<file path="src/rtl/stk_pkg.sv">
package stk_pkg;
  typedef enum logic [1:0] {
    OP_IDLE = 2'd0,
    OP_PUSH = 2'd1,
    OP_POP  = 2'd2
  } stk_op_e;

  // Pop takes priority over push when both strobes arrive together.
  function automatic stk_op_e resolve_op(input logic push, input logic pop);
    if (pop)       return OP_POP;
    else if (push) return OP_PUSH;
    else           return OP_IDLE;
  endfunction
endpackage

</file>
<file path="src/rtl/stk_ptr.sv">
module stk_ptr #(
  parameter int DEPTH = 16,
  localparam int PTR_W = $clog2(DEPTH)
) (
  input  logic                 clk,
  input  logic                 rst,
  input  stk_pkg::stk_op_e     op,
  output logic [PTR_W-1:0]     sp_q,
  output logic [PTR_W-1:0]     sp_dec,
  output logic                 lock_q,
  output logic                 avail
);
  localparam logic [PTR_W-1:0] TOP = PTR_W'(DEPTH - 1);

  logic [PTR_W-1:0] sp_inc;
  logic             at_top;

  assign at_top = (sp_q == TOP);
  assign sp_inc = at_top ? '0 : sp_q + 1'b1;
  assign sp_dec = (sp_q == '0) ? TOP : sp_q - 1'b1;

  always_ff @(posedge clk) begin
    if (rst) begin
      sp_q   <= '0;
      lock_q <= 1'b0;
    end else begin
      case (op)
        stk_pkg::OP_PUSH: begin
          sp_q <= sp_inc;
          if (at_top) lock_q <= 1'b1;
        end
        stk_pkg::OP_POP: sp_q <= sp_dec;
        default: ;
      endcase
    end
  end

  assign avail = !lock_q && !at_top;
endmodule

</file>
<file path="src/rtl/stk_store.sv">
module stk_store #(
  parameter int DEPTH = 16,
  parameter int WIDTH = 16,
  localparam int PTR_W = $clog2(DEPTH)
) (
  input  logic             clk,
  input  logic             rst,
  input  logic             wr_en,
  input  logic [PTR_W-1:0] wr_idx,
  input  logic [WIDTH-1:0] wr_data,
  input  logic             rd_en,
  input  logic [PTR_W-1:0] rd_idx,
  output logic [WIDTH-1:0] rd_data
);
  logic [WIDTH-1:0] slot [DEPTH];

  for (genvar g = 0; g < DEPTH; g++) begin : g_slot
    always_ff @(posedge clk) begin
      if (rst)
        slot[g] <= '0;
      else if (wr_en && (wr_idx == PTR_W'(g)))
        slot[g] <= wr_data;
    end
  end

  always_ff @(posedge clk) begin
    if (rst)
      rd_data <= '0;
    else if (rd_en)
      rd_data <= slot[rd_idx];
  end
endmodule

</file>
<file path="src/rtl/retaddr_stack.sv">
module retaddr_stack #(
  parameter int DEPTH = 16,
  parameter int WIDTH = 16
) (
  input  logic             clk,
  input  logic             rst,
  input  logic             push,
  input  logic             pop,
  input  logic [WIDTH-1:0] din,
  output logic [WIDTH-1:0] dout,
  output logic             avail
);
  localparam int PTR_W = $clog2(DEPTH);

  stk_pkg::stk_op_e op;
  logic [PTR_W-1:0] sp_q;
  logic [PTR_W-1:0] sp_dec;
  logic             lock_q;

  assign op = stk_pkg::resolve_op(push, pop);

  stk_ptr #(.DEPTH(DEPTH)) u_ptr (
    .clk    (clk),
    .rst    (rst),
    .op     (op),
    .sp_q   (sp_q),
    .sp_dec (sp_dec),
    .lock_q (lock_q),
    .avail  (avail)
  );

  stk_store #(.DEPTH(DEPTH), .WIDTH(WIDTH)) u_mem (
    .clk     (clk),
    .rst     (rst),
    .wr_en   (op == stk_pkg::OP_PUSH),
    .wr_idx  (sp_q),
    .wr_data (din),
    .rd_en   (op == stk_pkg::OP_POP),
    .rd_idx  (sp_dec),
    .rd_data (dout)
  );
endmodule

</file>
<file path="config.mk">
export PLATFORM = sky130hd
export DESIGN_NAME = retaddr_stack
export DESIGN_NICKNAME = d
export VERILOG_FILES = /design/src/rtl/stk_pkg.sv /design/src/rtl/stk_ptr.sv /design/src/rtl/stk_store.sv /design/src/rtl/retaddr_stack.sv
export SDC_FILE = /design/constraint.sdc
export NUM_CORES = 1
export LEC_CHECK = 0
export BUFFER_PORTS_ARGS = -buffer_cell sky130_fd_sc_hd__buf_2
export CAP_MARGIN = 10
export CORE_MARGIN = 2
export CORE_UTILIZATION = 55
export DETAILED_ROUTE_END_ITERATION = 8
export MAX_ROUTING_LAYER = met4
export PLACE_DENSITY = 0.75
export SLEW_MARGIN = 30
export SYNTH_ARGS = -nofsm -noshare
export SYNTH_HDL_FRONTEND = slang
export SYNTH_SLANG_ARGS = --single-unit
</file>
<file path="constraint.sdc">
create_clock -name clk -period 3.8 [get_ports clk]
set_clock_uncertainty 0.05 [all_clocks]
set_input_delay 0.19 -clock clk [delete_from_list [all_inputs] [get_ports clk]]
set_output_delay 0.19 -clock clk [all_outputs]
set_load 0.01 [all_outputs]
</file>
Word level (Yosys, flattened, before mapping)
Memory sizes are Yosys's and may differ from the RTL's. A register that Yosys moved wholly into a read port is not among the register bits.
Index checks and enable logic that the tools add are counted.
{ "totals": {"n_memories": 1, "in_bits": 20, "ramBits": 256, "out_inout_bits": 17, "reg_bits": 5, "wordCells": 131} }
{ "memory_table": {"columns": ["name", "words", "word_bits", "rd", "rd_ports_with_merged_regs", "wr", "line", "rtl"], "rows": [
  ["u_mem.slot", 16, 16, 1, 1, 16, "stk_store.sv:15", "logic [WIDTH-1:0] slot [DEPTH];"]
]} }
{ "op_classes": {"n_bitwise": 16, "n_eq_ne": 17, "reduce_logical": 22, "addsub": 2, "muxes": 71} }
{ "ops": {"columns": ["op", "count"], "rows": [
  ["16-bit two-way mux", 16],
  ["1-bit two-way mux", 51],
  ["4-bit == test (second input constant)", 8],
  ["1-bit logical AND", 17],
  ["4-bit by 3-bit == test with 1-bit output (second input constant)", 4],
  ["1-bit OR", 16],
  ["4-bit by 2-bit == test with 1-bit output (second input constant)", 2],
  ["4-bit two-way mux", 2],
  ["4-bit one-hot mux with 2 select lines", 1],
  ["4-bit by 1-bit adder with 4-bit output (second input constant)", 1],
  ["4-bit by 1-bit == test with 1-bit output (second input constant)", 1],
  ["4-bit zero test", 1],
  ["4-bit by 1-bit subtractor with 4-bit output (second input constant)", 1],
  ["2-bit by 1-bit == test with 1-bit output (second input constant)", 1],
  ["2-bit == test (second input constant)", 1],
  ["1-bit zero test", 2],
  ["2-bit two-way mux", 1],
  ["2-bit AND reduction", 1],
  ["2-bit nonzero test", 1]
]} }

Logic depth before layout (Yosys ltp)
Gate-level depths: netlist of run 1.
{ "depth": {"ltp_word": 8, "ltp_mapped": 10, "mapped_depth_nobuf": 7} }

Cells and area by module
Synthesis of run 1 repeated with hierarchy kept, for this count alone.
{ "unflattened": {"cells_unflattened": 969, "hier_area_um2": 13011.2} }
{ "modules_own_cells": {"columns": ["mod", "area_each_um2", "cells_each", "seq_area_each_um2", "instances"], "rows": [
  ["stk_store", 12640.9, 924, 8007.7, 1],
  ["stk_ptr", 360.3, 43, 100.1, 1],
  ["retaddr_stack", 10.0, 2, 0.0, 1]
]} }

Worst setup path before layout of run 1
OpenSTA, ideal clock, no wires.
{ "synth_timing": {"kind": "reg-to-reg", "from": "reg u_ptr.sp_q[0]", "to": "mem u_mem.slot[0][0] (enable)", "t_required_ns": 3.336, "t_arrival_ns": 2.326, "path_stages_with_launch": 6, "period_less_slack_ns": 2.790, "path_buffers": 1, "setup_time_ns": 0.414, "setup_slack_ns": 1.010, "path_cell_list": "dfxtp_1 > buf_6 > inv_1 > ha_1 > nand2_1 > o31ai_1"} }
{ "synth_rtl": {"columns": ["element", "line", "rtl"], "rows": [
  ["start, declared", "stk_ptr.sv:8", "output logic [PTR_W-1:0] sp_q,"],
  ["start signal, assigned", "stk_ptr.sv:29", "sp_q <= sp_inc;"],
  ["start signal, assigned", "stk_ptr.sv:32", "stk_pkg::OP_POP: sp_q <= sp_dec;"],
  ["end, declared", "stk_store.sv:15", null]
]} }

Worst setup path after layout of run 1
{ "layout_timing": {"from": "reg u_ptr.sp_q[0]", "to": "reg u_mem.rd_data[13] (read register of u_mem.slot)"} }
{ "layout_via": {"elab_chain_cells": 2, "elab_cells_between_ends": 3, "classes_between": "1 x add/sub; 1 x mux; 1 x reduce/logical"} }
{ "layout_rtl": {"columns": ["element", "line", "rtl"], "rows": [
  ["4-bit by 1-bit subtractor with 4-bit output / 4-bit zero test (equally long branches)", "stk_ptr.sv:20", "assign sp_dec = (sp_q == '0) ? TOP : sp_q - 1'b1;"],
  ["4-bit two-way mux (*)", "stk_ptr.sv:20", null],
  ["end, declared", "stk_store.sv:13", "output logic [WIDTH-1:0] rd_data"]
]} }
Mark *: on every way between the ends. The rest lies on a longest branch, timed or not.
A chain may end at the register's enable or synchronous reset.

==> results of run 1 <==
==> cells in the mapped netlist, types with 2 or more instances <==
cell        n
and2_1    257
edfxtp_1  256
mux2i_1    68
nand2_1    68
clkbuf_1   48
a21oi_1    30
nor3_1     23
mux4_2     22
o31ai_1    22
dfxtp_1    21
nor2_1     20
mux2_2     18
a22oi_1    16
a221oi_1   15
buf_2      14
o21ai_0    13
o221ai_1    9
o22a_1      9
a311oi_1    8
a32oi_1     7
buf_6       7
ha_1        5
inv_1       4
nand2b_1    4
buf_1       3
buf_4       3
clkinv_1    2
mux4_1      2
nand3_1     2
==> area by class of cell <==
cell class / count / area (sq um)
clock buffer: 39 / 795
inverter: 7 / 26.3
sequential: 277 / 8110
clock inverter: 12 / 60.1
fill: 1762 / 8920
tap: 319 / 399
timing repair buffer: 80 / 526
multi-input combinational: 641 / 4770
==> per-layer routing <==
metal	track usage [%]	part of all wire, %	wire length [microns]
met5	-	0	0
met2	42.4	48	15900
met3	3.36	7.9	2620
met4	6.57	2.1	686
met1	38.2	42	14100
==> kinds of logic (layout without fill, tap and decap cells) <==
logic type	Yosys count	in the layout
flip-flops	277	277
buffers and inverters	84	138
multiplexers	110	110
XOR/XNOR	1	1
adder cells (fa/ha/maj)	5	5
AND/OR/NAND/NOR	384	384
AO/OA/AOI/OAI	141	141
==> stage by stage <==
stage                     area [sq um]  power, uW
after floorplan                  13300       4480
after global placement           13800       4830
after detailed placement         13800       4860
after CTS                        14700       7400
after global routing             14700       7620
final                            14700       7400
==> repair_timing <==
action / 4_1_cts / 5_1_grt
buffers inserted: 0 / 0
hold buffers: 1 / 0
gates resized for setup: 0 / 0
hold endpoints to repair: 2 / 0
==> worst max-delay path by stage <==
| stage | end | cells after the start |
|---|---|---|
| 4_1_cts | u_mem.rd_data[12] | 7 |
| 3_5_place_dp | u_mem.rd_data[12] | 8 |
| 3_3_place_gp | u_mem.rd_data[13] | 7 |
| 6_report | u_mem.rd_data[13] | 7 |
| 2_1_floorplan | u_mem.slot[0][0] | 5 |
| 5_1_grt | u_mem.rd_data[10] | 8 |
==> sequential cells by signal, summed over array words and instances, names as in the netlist <==
signal	flops
u_mem.slot	256
u_mem.rd_data	16
u_ptr.sp_q	4
u_ptr.lock_q	1
==> where the power goes <==
part | switching (uW) | internal [uW]
combinational | 795 | 456
sequential | 81.2 | 3480
clock | 1130 | 1450
total | 2010 | 5390
==> critical path, stage by stage (launching register included) <==
cell      delay [ns]
dfxtp_1         0.41
inv_1           0.24
ha_2            0.28
or2b_2          0.50
o21ai_4         0.59
nor2_1          0.30
a22oi_1         0.37
a311oi_2        0.14
==> run summary, run 1 <==
Total GRT Usage -> 27.1%
Worst Tran Pin Value -> 0.947 ns
Leakage -> 0.00549 uW
via count -> 8,600
Post-synth EDFFs -> 256
Post-Synth XOR/XNOR Area -> 0.0660%
Remaining DRCs -> 0
global-route wire length before repair -> 50,800 microns
diodes inserted -> 0
Async SR Flop Fraction -> 0%
worst reg2reg path depth -> 7
GR Overflow Total -> 0
peak supply drop -> 0.351 mV
endpoints failing setup -> 0
post-layout minimum cycle time -> 3.02 ns
outcome -> complete, no violations
dpl cells -> 1,323
fmax -> 332 MHz
RSZ-0062 raised after global routing -> false
reg2reg setup slack -> 0.78 ns
Hold Fails Final Rpt -> 0
commonest non-fill, non-tap cell in the layout -> and2_1
simple logic cell fraction of the synthesized area -> 16.4%
post-route ant nets -> 0
CTS root buf -> clkbuf_16
crit path capture type -> flip-flop
post-synthesis sequential area ratio -> 61.1%
CP Max Fanout -> 20
post-synthesis adder-cell area fraction -> 0.471%
TritonRoute pass-1 iters -> 5
Die Wd -> 159 microns
Synth-to-Final Area Change -> 10.7%
Rows -> 56
HPWL Detailed -> 21,700 microns
Die Span Y -> 159 microns
top cell type by total area after synthesis -> edfxtp_1
startpoint type of the worst setup path -> flip-flop
post-synth top area share -> 57.9%
Worst Hold End -> u_ptr.sp_q[0]
hold slack -> 0.0512 ns
net count after synthesis -> 1,027
ys flop type -> edfxtp_1
post-synthesis instance area -> 0.0133 sq mm
Hold Path Stages -> 5
Max Root-Sink Buffers -> 3
die area -> 0.0254 sq mm
H-tree levels -> 1
commonest cells after routing, fill and taps aside -> and2_1 (257), edfxtp_1 (256), nand2_1 (68), mux2i_1 (68), buf_4 (42)
syn avg cell area -> 13.2 sq um
Initial Util -> 56.2%
setup_tns -> 0 ns
Max Cap Viol -> 0
Slew headroom -> 36.4%
Worst EP required -> 4.16 ns
RD Place Congestion -> 0.894
clock slew at reported path FFs -> 0.06 ns
Clock Latency Late Sink -> 0.54 ns
Non-Filler Instances -> 1,375
share of layout cells above drive strength 1 -> 17.0%
Core Region -> 0.0236 sq mm
worst setup path startpoint -> u_ptr.sp_q[0]
largest family of logic cells by synthesized area -> simple AND/OR/NAND/NOR gates
Ports -> 37
Routed wire per std cell -> 24.2 microns
vias in the first global route -> 8,241
CTS Sinks -> 277
worst setup margin -> 0.784 ns
initial antenna violation count -> 0
post-route clock period utilization -> 79.4%
dpl ws -> 0.830 ns
Total Routed Length -> 33,200 microns
count of input and output buffers -> 36
Core Util, Final -> 62.2%
mux cell area share after synthesis -> 10.8%
hold path start -> push
launch point of the worst reg-to-reg path -> u_ptr.sp_q[0]
flops & latches, synth -> 277
CTS tree -> built
Ys Warns -> 0
Num CTS Buffers -> 28
largest net degree at the start of global routing -> 55
Slew Limit Fails -> 0
Yosys cell types -> 55
DR iter-0 viols -> 969
Nets -> 1,060
Compound-Gate Fraction of Synth Area -> 7.96%
Syn Inst Count -> 1,002
Via density -> 6.25
CP Data Arrival Time -> 3.37 ns
reg2reg end -> u_mem.rd_data[13]
crit path kind -> flip-flop to flip-flop
Pwr per Cell Area -> 504 mW/mm^2
top post-synthesis cells by area -> edfxtp_1 (58%), and2_1 (12%), mux2i_1 (5.1%)
Hold Path Class -> input pin to flip-flop
No activity file was read; power rests on OpenSTA's default activity.
==> inputs of run 2 (changes only) <==
Settings changed: PLACE_DENSITY 0.75 to 0.77.
Clock period 3.8 ns to 2.7 ns, I/O delays scaled along.
==> run 2 against run 1 <==
  * Hold slack got worse by 0.015 ns
  * Routed wire length is 2.4% lower
  * Die area is the same
  * Sequential power up 41%
  * Critical path type unchanged
  * Clock power increased by 59%
==> run summary, run 2 (synthesis gave the netlist of run 1 again) <==
worst path cell trace -> inv_1, ha_2, or2b_2, o21ai_4, buf_4, mux2i_1, a221oi_1, a221oi_2
peak supply drop -> 0.591 mV
Clock Latency Late Sink -> 0.54 ns
Biggest register -> u_mem.slot
DR iter-0 viols -> 775
Core Region -> 0.0236 sq mm
hold buffers post-CTS -> 2
diodes inserted -> 0
Num CTS Buffers -> 28
Worst EP required -> 3.11 ns
PostCTS Resize Cnt -> 0
initial antenna violation count -> 0
post-layout minimum cycle time -> 2.50 ns
Slew headroom -> 45.9%
Total GRT Usage -> 26.4%
Initial Util -> 56.2%
Synth-to-Final Area Change -> 12.8%
worst reg2reg path depth -> 8
GR Overflow Total -> 0
count of input and output buffers -> 36
Max Cap Viol -> 0
HPWL Detailed -> 21,400 microns
Hold Path Class -> input pin to flip-flop
metal3 WL -> 2440 microns
Nets -> 1,075
Total Routed Length -> 32,400 microns
Hold Fails Final Rpt -> 0
crit path capture type -> flip-flop
post-CTS setup buffers -> 0
Die Wd -> 159 microns
via count -> 8,408
Core Util, Final -> 63.4%
global-route wire length before repair -> 49,300 microns
outcome -> complete, no violations
Worst path slowest cell -> mux2i_1
Hold Path Stages -> 5
worst setup margin -> 0.202 ns
Ports -> 37
CTS root buf -> clkbuf_16
CTS Sinks -> 277
Leakage -> 0.00564 uW
CP Max Fanout -> 13
dpl ws -> 0.255 ns
post-route clock period utilization -> 92.5%
crit path kind -> flip-flop to flip-flop
endpoints failing setup -> 0
Die Span Y -> 159 microns
Worst Tran Pin Value -> 0.809 ns
max layer used -> met4
Remaining DRCs -> 0
largest net degree at the start of global routing -> 41
Routed met2 length -> 15,900 microns
Via density -> 6.05
share of layout cells above drive strength 1 -> 19.0%
TritonRoute pass-1 iters -> 6
clock slew at reported path FFs -> 0.06 ns
commonest non-fill, non-tap cell in the layout -> and2_1
DRT met1 WL -> 13,100 microns
fmax -> 400 MHz
Max Root-Sink Buffers -> 3
startpoint type of the worst setup path -> flip-flop
H-tree levels -> 1
die area -> 0.0254 sq mm
post-route ant nets -> 0
max incr delay on CP -> 0.39 ns
vias in the first global route -> 8,474
Top Registers -> u_mem.slot x256, u_mem.rd_data x16, u_ptr.sp_q x4
Rows -> 56
number of flip-flops under the largest register name -> 256
Routed wire per std cell -> 23.3 microns
RD Place Congestion -> 0.953
Pwr per Cell Area -> 731 mW/mm^2
RSZ-0062 raised after global routing -> false
CTS tree -> built
CP Data Arrival Time -> 2.90 ns
Slew Limit Fails -> 0
commonest cells after routing, fill and taps aside -> and2_1 (257), edfxtp_1 (256), nand2_1 (68), mux2i_1 (68), buf_4 (54)
[run 2: layout make-up]
cell class / instances / area, sq um
inverter: 7 / 26.3
clock buffer: 36 / 752
fill: 1752 / 8650
clock inverter: 15 / 228
tap: 319 / 399
sequential: 277 / 8110
multi-input combinational: 641 / 4790
timing repair buffer: 95 / 666
[run 2: worst paths after layout]
path | startpoint | endpoint | slack, ns
worst max-delay path | u_ptr.sp_q[0] | u_mem.rd_data[0] | 0.20
worst min-delay path | push | u_ptr.sp_q[3] | 0.04
worst max register to register | u_ptr.sp_q[0] | u_mem.rd_data[0] | 0.20
worst min register to register | u_ptr.lock_q | u_ptr.lock_q | 0.41
[run 2: critical path, delay by kind of cell (launching register included)]
kind,cells,cell delay [ns]
AOI/OAI and AO/OA,3,0.54
buffers and inverters,2,0.47
muxes,1,0.39
and+or+nand+nor,1,0.35
DFF,1,0.31
adders and majority gates,1,0.29
[run 2: metrics by stage]
stage | TNS (ns) | hold slack (ns) | instance area (sq um) | total power (uW) | instances
final | 0 | 0.0364 | 15000 | 10900 | 1390
after global routing | 0 | 0.0608 | 15000 | 11300 | 1390
after CTS | 0 | 0.0166 | 15000 | 10900 | 1390
after detailed placement | 0 | 0.409 | 14000 | 6870 | 1337
after global placement | 0 | 0.395 | 13900 | 6840 | 1337
after floorplan | -0.532 | 0.283 | 13300 | 6300 | 1002
[run 2: metal layers]
| metal | vias to the layer above | track usage (%) |
|---|---|---|
| met5 | - | - |
| met4 | 0 | 8.18 |
| met3 | 68 | 4.53 |
| met2 | 352 | 42.9 |
| met1 | 4190 | 34.4 |
| li1 | 3798 | - |
[run 2: power breakdown]
group	leakage, uW	switching (uW)	internal (uW)	total, uW
Clock	0.000483	1590	2530	4130
Combinational	0.00233	1100	690	1790
Sequential	0.00282	121	4900	5020
==> inputs of run 3 (changes only) <==
Settings changed: PLACE_DENSITY 0.77 to not set, PLACE_DENSITY_LB_ADDON set to 0.3.
==> run 3 against run 2 <==
  * Sequential share of layout area grew 0.59 points
  * Highest routed layer unchanged
  * Final cell count decreased by 0.29%
  * Die area unchanged
  * Largest power group unchanged
==> run summary, run 3 (synthesis gave the netlist of run 1 again) <==
outcome -> complete, no violations
count of input and output buffers -> 36
Leakage -> 0.00555 uW
Num CTS Buffers -> 29
Worst Tran Pin Value -> 0.871 ns
RSZ-0062 raised after global routing -> false
Initial Util -> 56.2%
diodes inserted -> 0
Core Region -> 0.0236 sq mm
fillcell total -> 1,807
vias in the first global route -> 8,408
CTS Sinks -> 277
dpl ws -> 0.236 ns
Worst path slowest cell -> mux4_2
commonest non-fill, non-tap cell in the layout -> and2_1
Ports -> 37
CP Max Fanout -> 36
CTS root buf -> clkbuf_16
startpoint type of the worst setup path -> flip-flop
PostCTS Resize Cnt -> 0
Synth-to-Final Area Change -> 11.6%
Core Util, Final -> 62.7%
Pwr per Cell Area -> 706 mW/mm^2
Biggest register -> u_mem.slot
fmax -> 393 MHz
HPWL Detailed -> 21,400 microns
Clock Latency Late Sink -> 0.55 ns
via count -> 8,356
setup_tns -> 0 ns
Die Wd -> 159 microns
Tot Pwr -> 10,400 uW
Remaining DRCs -> 0
max incr delay on CP -> 0.54 ns
Hold Path Class -> input pin to flip-flop
post-layout minimum cycle time -> 2.54 ns
Max Cap Viol -> 0
crit path kind -> flip-flop to flip-flop
peak supply drop -> 0.517 mV
share of layout cells above drive strength 1 -> 18.1%
crit path capture type -> flip-flop
H-tree levels -> 1
CTS tree -> built
RD Place Congestion -> 0.882
endpoints failing setup -> 0
Total Routed Length -> 32,300 microns
clock slew at reported path FFs -> 0.06 ns
Hold Fails Final Rpt -> 0
Hold Path Stages -> 3
worst reg2reg path depth -> 7
Slew headroom -> 41.7%
Top Registers -> u_mem.slot x256, u_mem.rd_data x16, u_ptr.sp_q x4
Worst EP required -> 3.06 ns
Slew Limit Fails -> 0
dpl cells -> 1,333
Total GRT Usage -> 26.4%
post-route ant nets -> 0
worst path cell trace -> inv_1, ha_2, a21oi_4, buf_12, mux4_2, a32oi_1, a221oi_1
CP Data Arrival Time -> 2.90 ns
DR iter-0 viols -> 952
initial antenna violation count -> 0
Non-Filler Instances -> 1,386
Max Root-Sink Buffers -> 3
TritonRoute pass-1 iters -> 7
post-route clock period utilization -> 94.2%
Die Span Y -> 159 microns
global-route wire length before repair -> 49,500 microns
Nets -> 1,071
Via density -> 6.03
GR Overflow Total -> 0
Rows -> 56
Routed wire per std cell -> 23.3 microns
commonest cells after routing, fill and taps aside -> and2_1 (257), edfxtp_1 (256), nand2_1 (68), mux2i_1 (68), buf_4 (50)
die area -> 0.0254 sq mm
worst setup margin -> 0.158 ns
number of flip-flops under the largest register name -> 256
largest net degree at the start of global routing -> 37
-- run 3: cell count changes in the layout (fill, tap and decap cells not counted), sizes merged --
| cell | before | now |
|---|---|---|
| buf | 93 | 89 |
| bufinv | 6 | 0 |
| clkbuf | 36 | 44 |
| dlygate4sd3 | 2 | 1 |
| clkinv | 11 | 10 |
-- run 3: cell type report --
| type | count | area, sq um | area share, % |
|---|---|---|---|
| Multi-Input combinational cell | 641 | 4790 | 32.4 |
| Tap cell | 319 | 399 | 2.70 |
| Clock inverter | 8 | 33.8 | 0.228 |
| Timing Repair Buffer | 90 | 626 | 4.23 |
| Clock buffer | 44 | 822 | 5.55 |
| Inverter | 7 | 26.3 | 0.177 |
| Sequential cell | 277 | 8110 | 54.8 |
-- run 3: power by group --
group          total [uW]  switching [uW]  internal, uW
Clock                3650            1570          2070
Sequential           5020             118          4900
Combinational        1780            1090           685
-- run 3: final timing paths --
| kind | startpoint | slack, ns | to |
|---|---|---|---|
| hold reg to reg | u_ptr.lock_q | 0.41 | u_ptr.lock_q |
| setup reg to reg | u_ptr.sp_q[1] | 0.16 | u_mem.rd_data[2] |
| setup / recovery | u_ptr.sp_q[1] | 0.16 | u_mem.rd_data[2] |
| hold / removal | pop | 0.02 | u_ptr.sp_q[2] |
-- run 3: worst max-delay path, delay by kind of cell (launching register included) --
kind	cells	cell delay, ns
DFF	1	0.45
muxes	1	0.54
buffers and inverters	2	0.43
AOI/OAI and AO/OA	3	0.68
adders and majority gates	1	0.23
-- run 3: through the flow --
| step | hold WS [ns] | cell area [sq um] |
|---|---|---|
| finish | 0.0154 | 14800 |
| global route | 0.0349 | 14800 |
| CTS | 0.00297 | 14800 |
| detailed placement | 0.395 | 13900 |
| global placement | 0.388 | 13900 |
| floorplan | 0.283 | 13300 |
-- run 3: what timing repair did --
item	CTS	global route
endpoints found under the hold margin	5	0
buffers inserted	0	0
hold buffers	1	0
-- run 3: routing by layer --
layer  vias up  wire length [microns]  global-route usage [%]
li1       3787                      -                       -
met1      4115                  13000                    35.9
met2       383                  15800                    42.3
met3        71                   2490                    3.13
met4         0                   1010                    8.35
met5         -                      0                       -
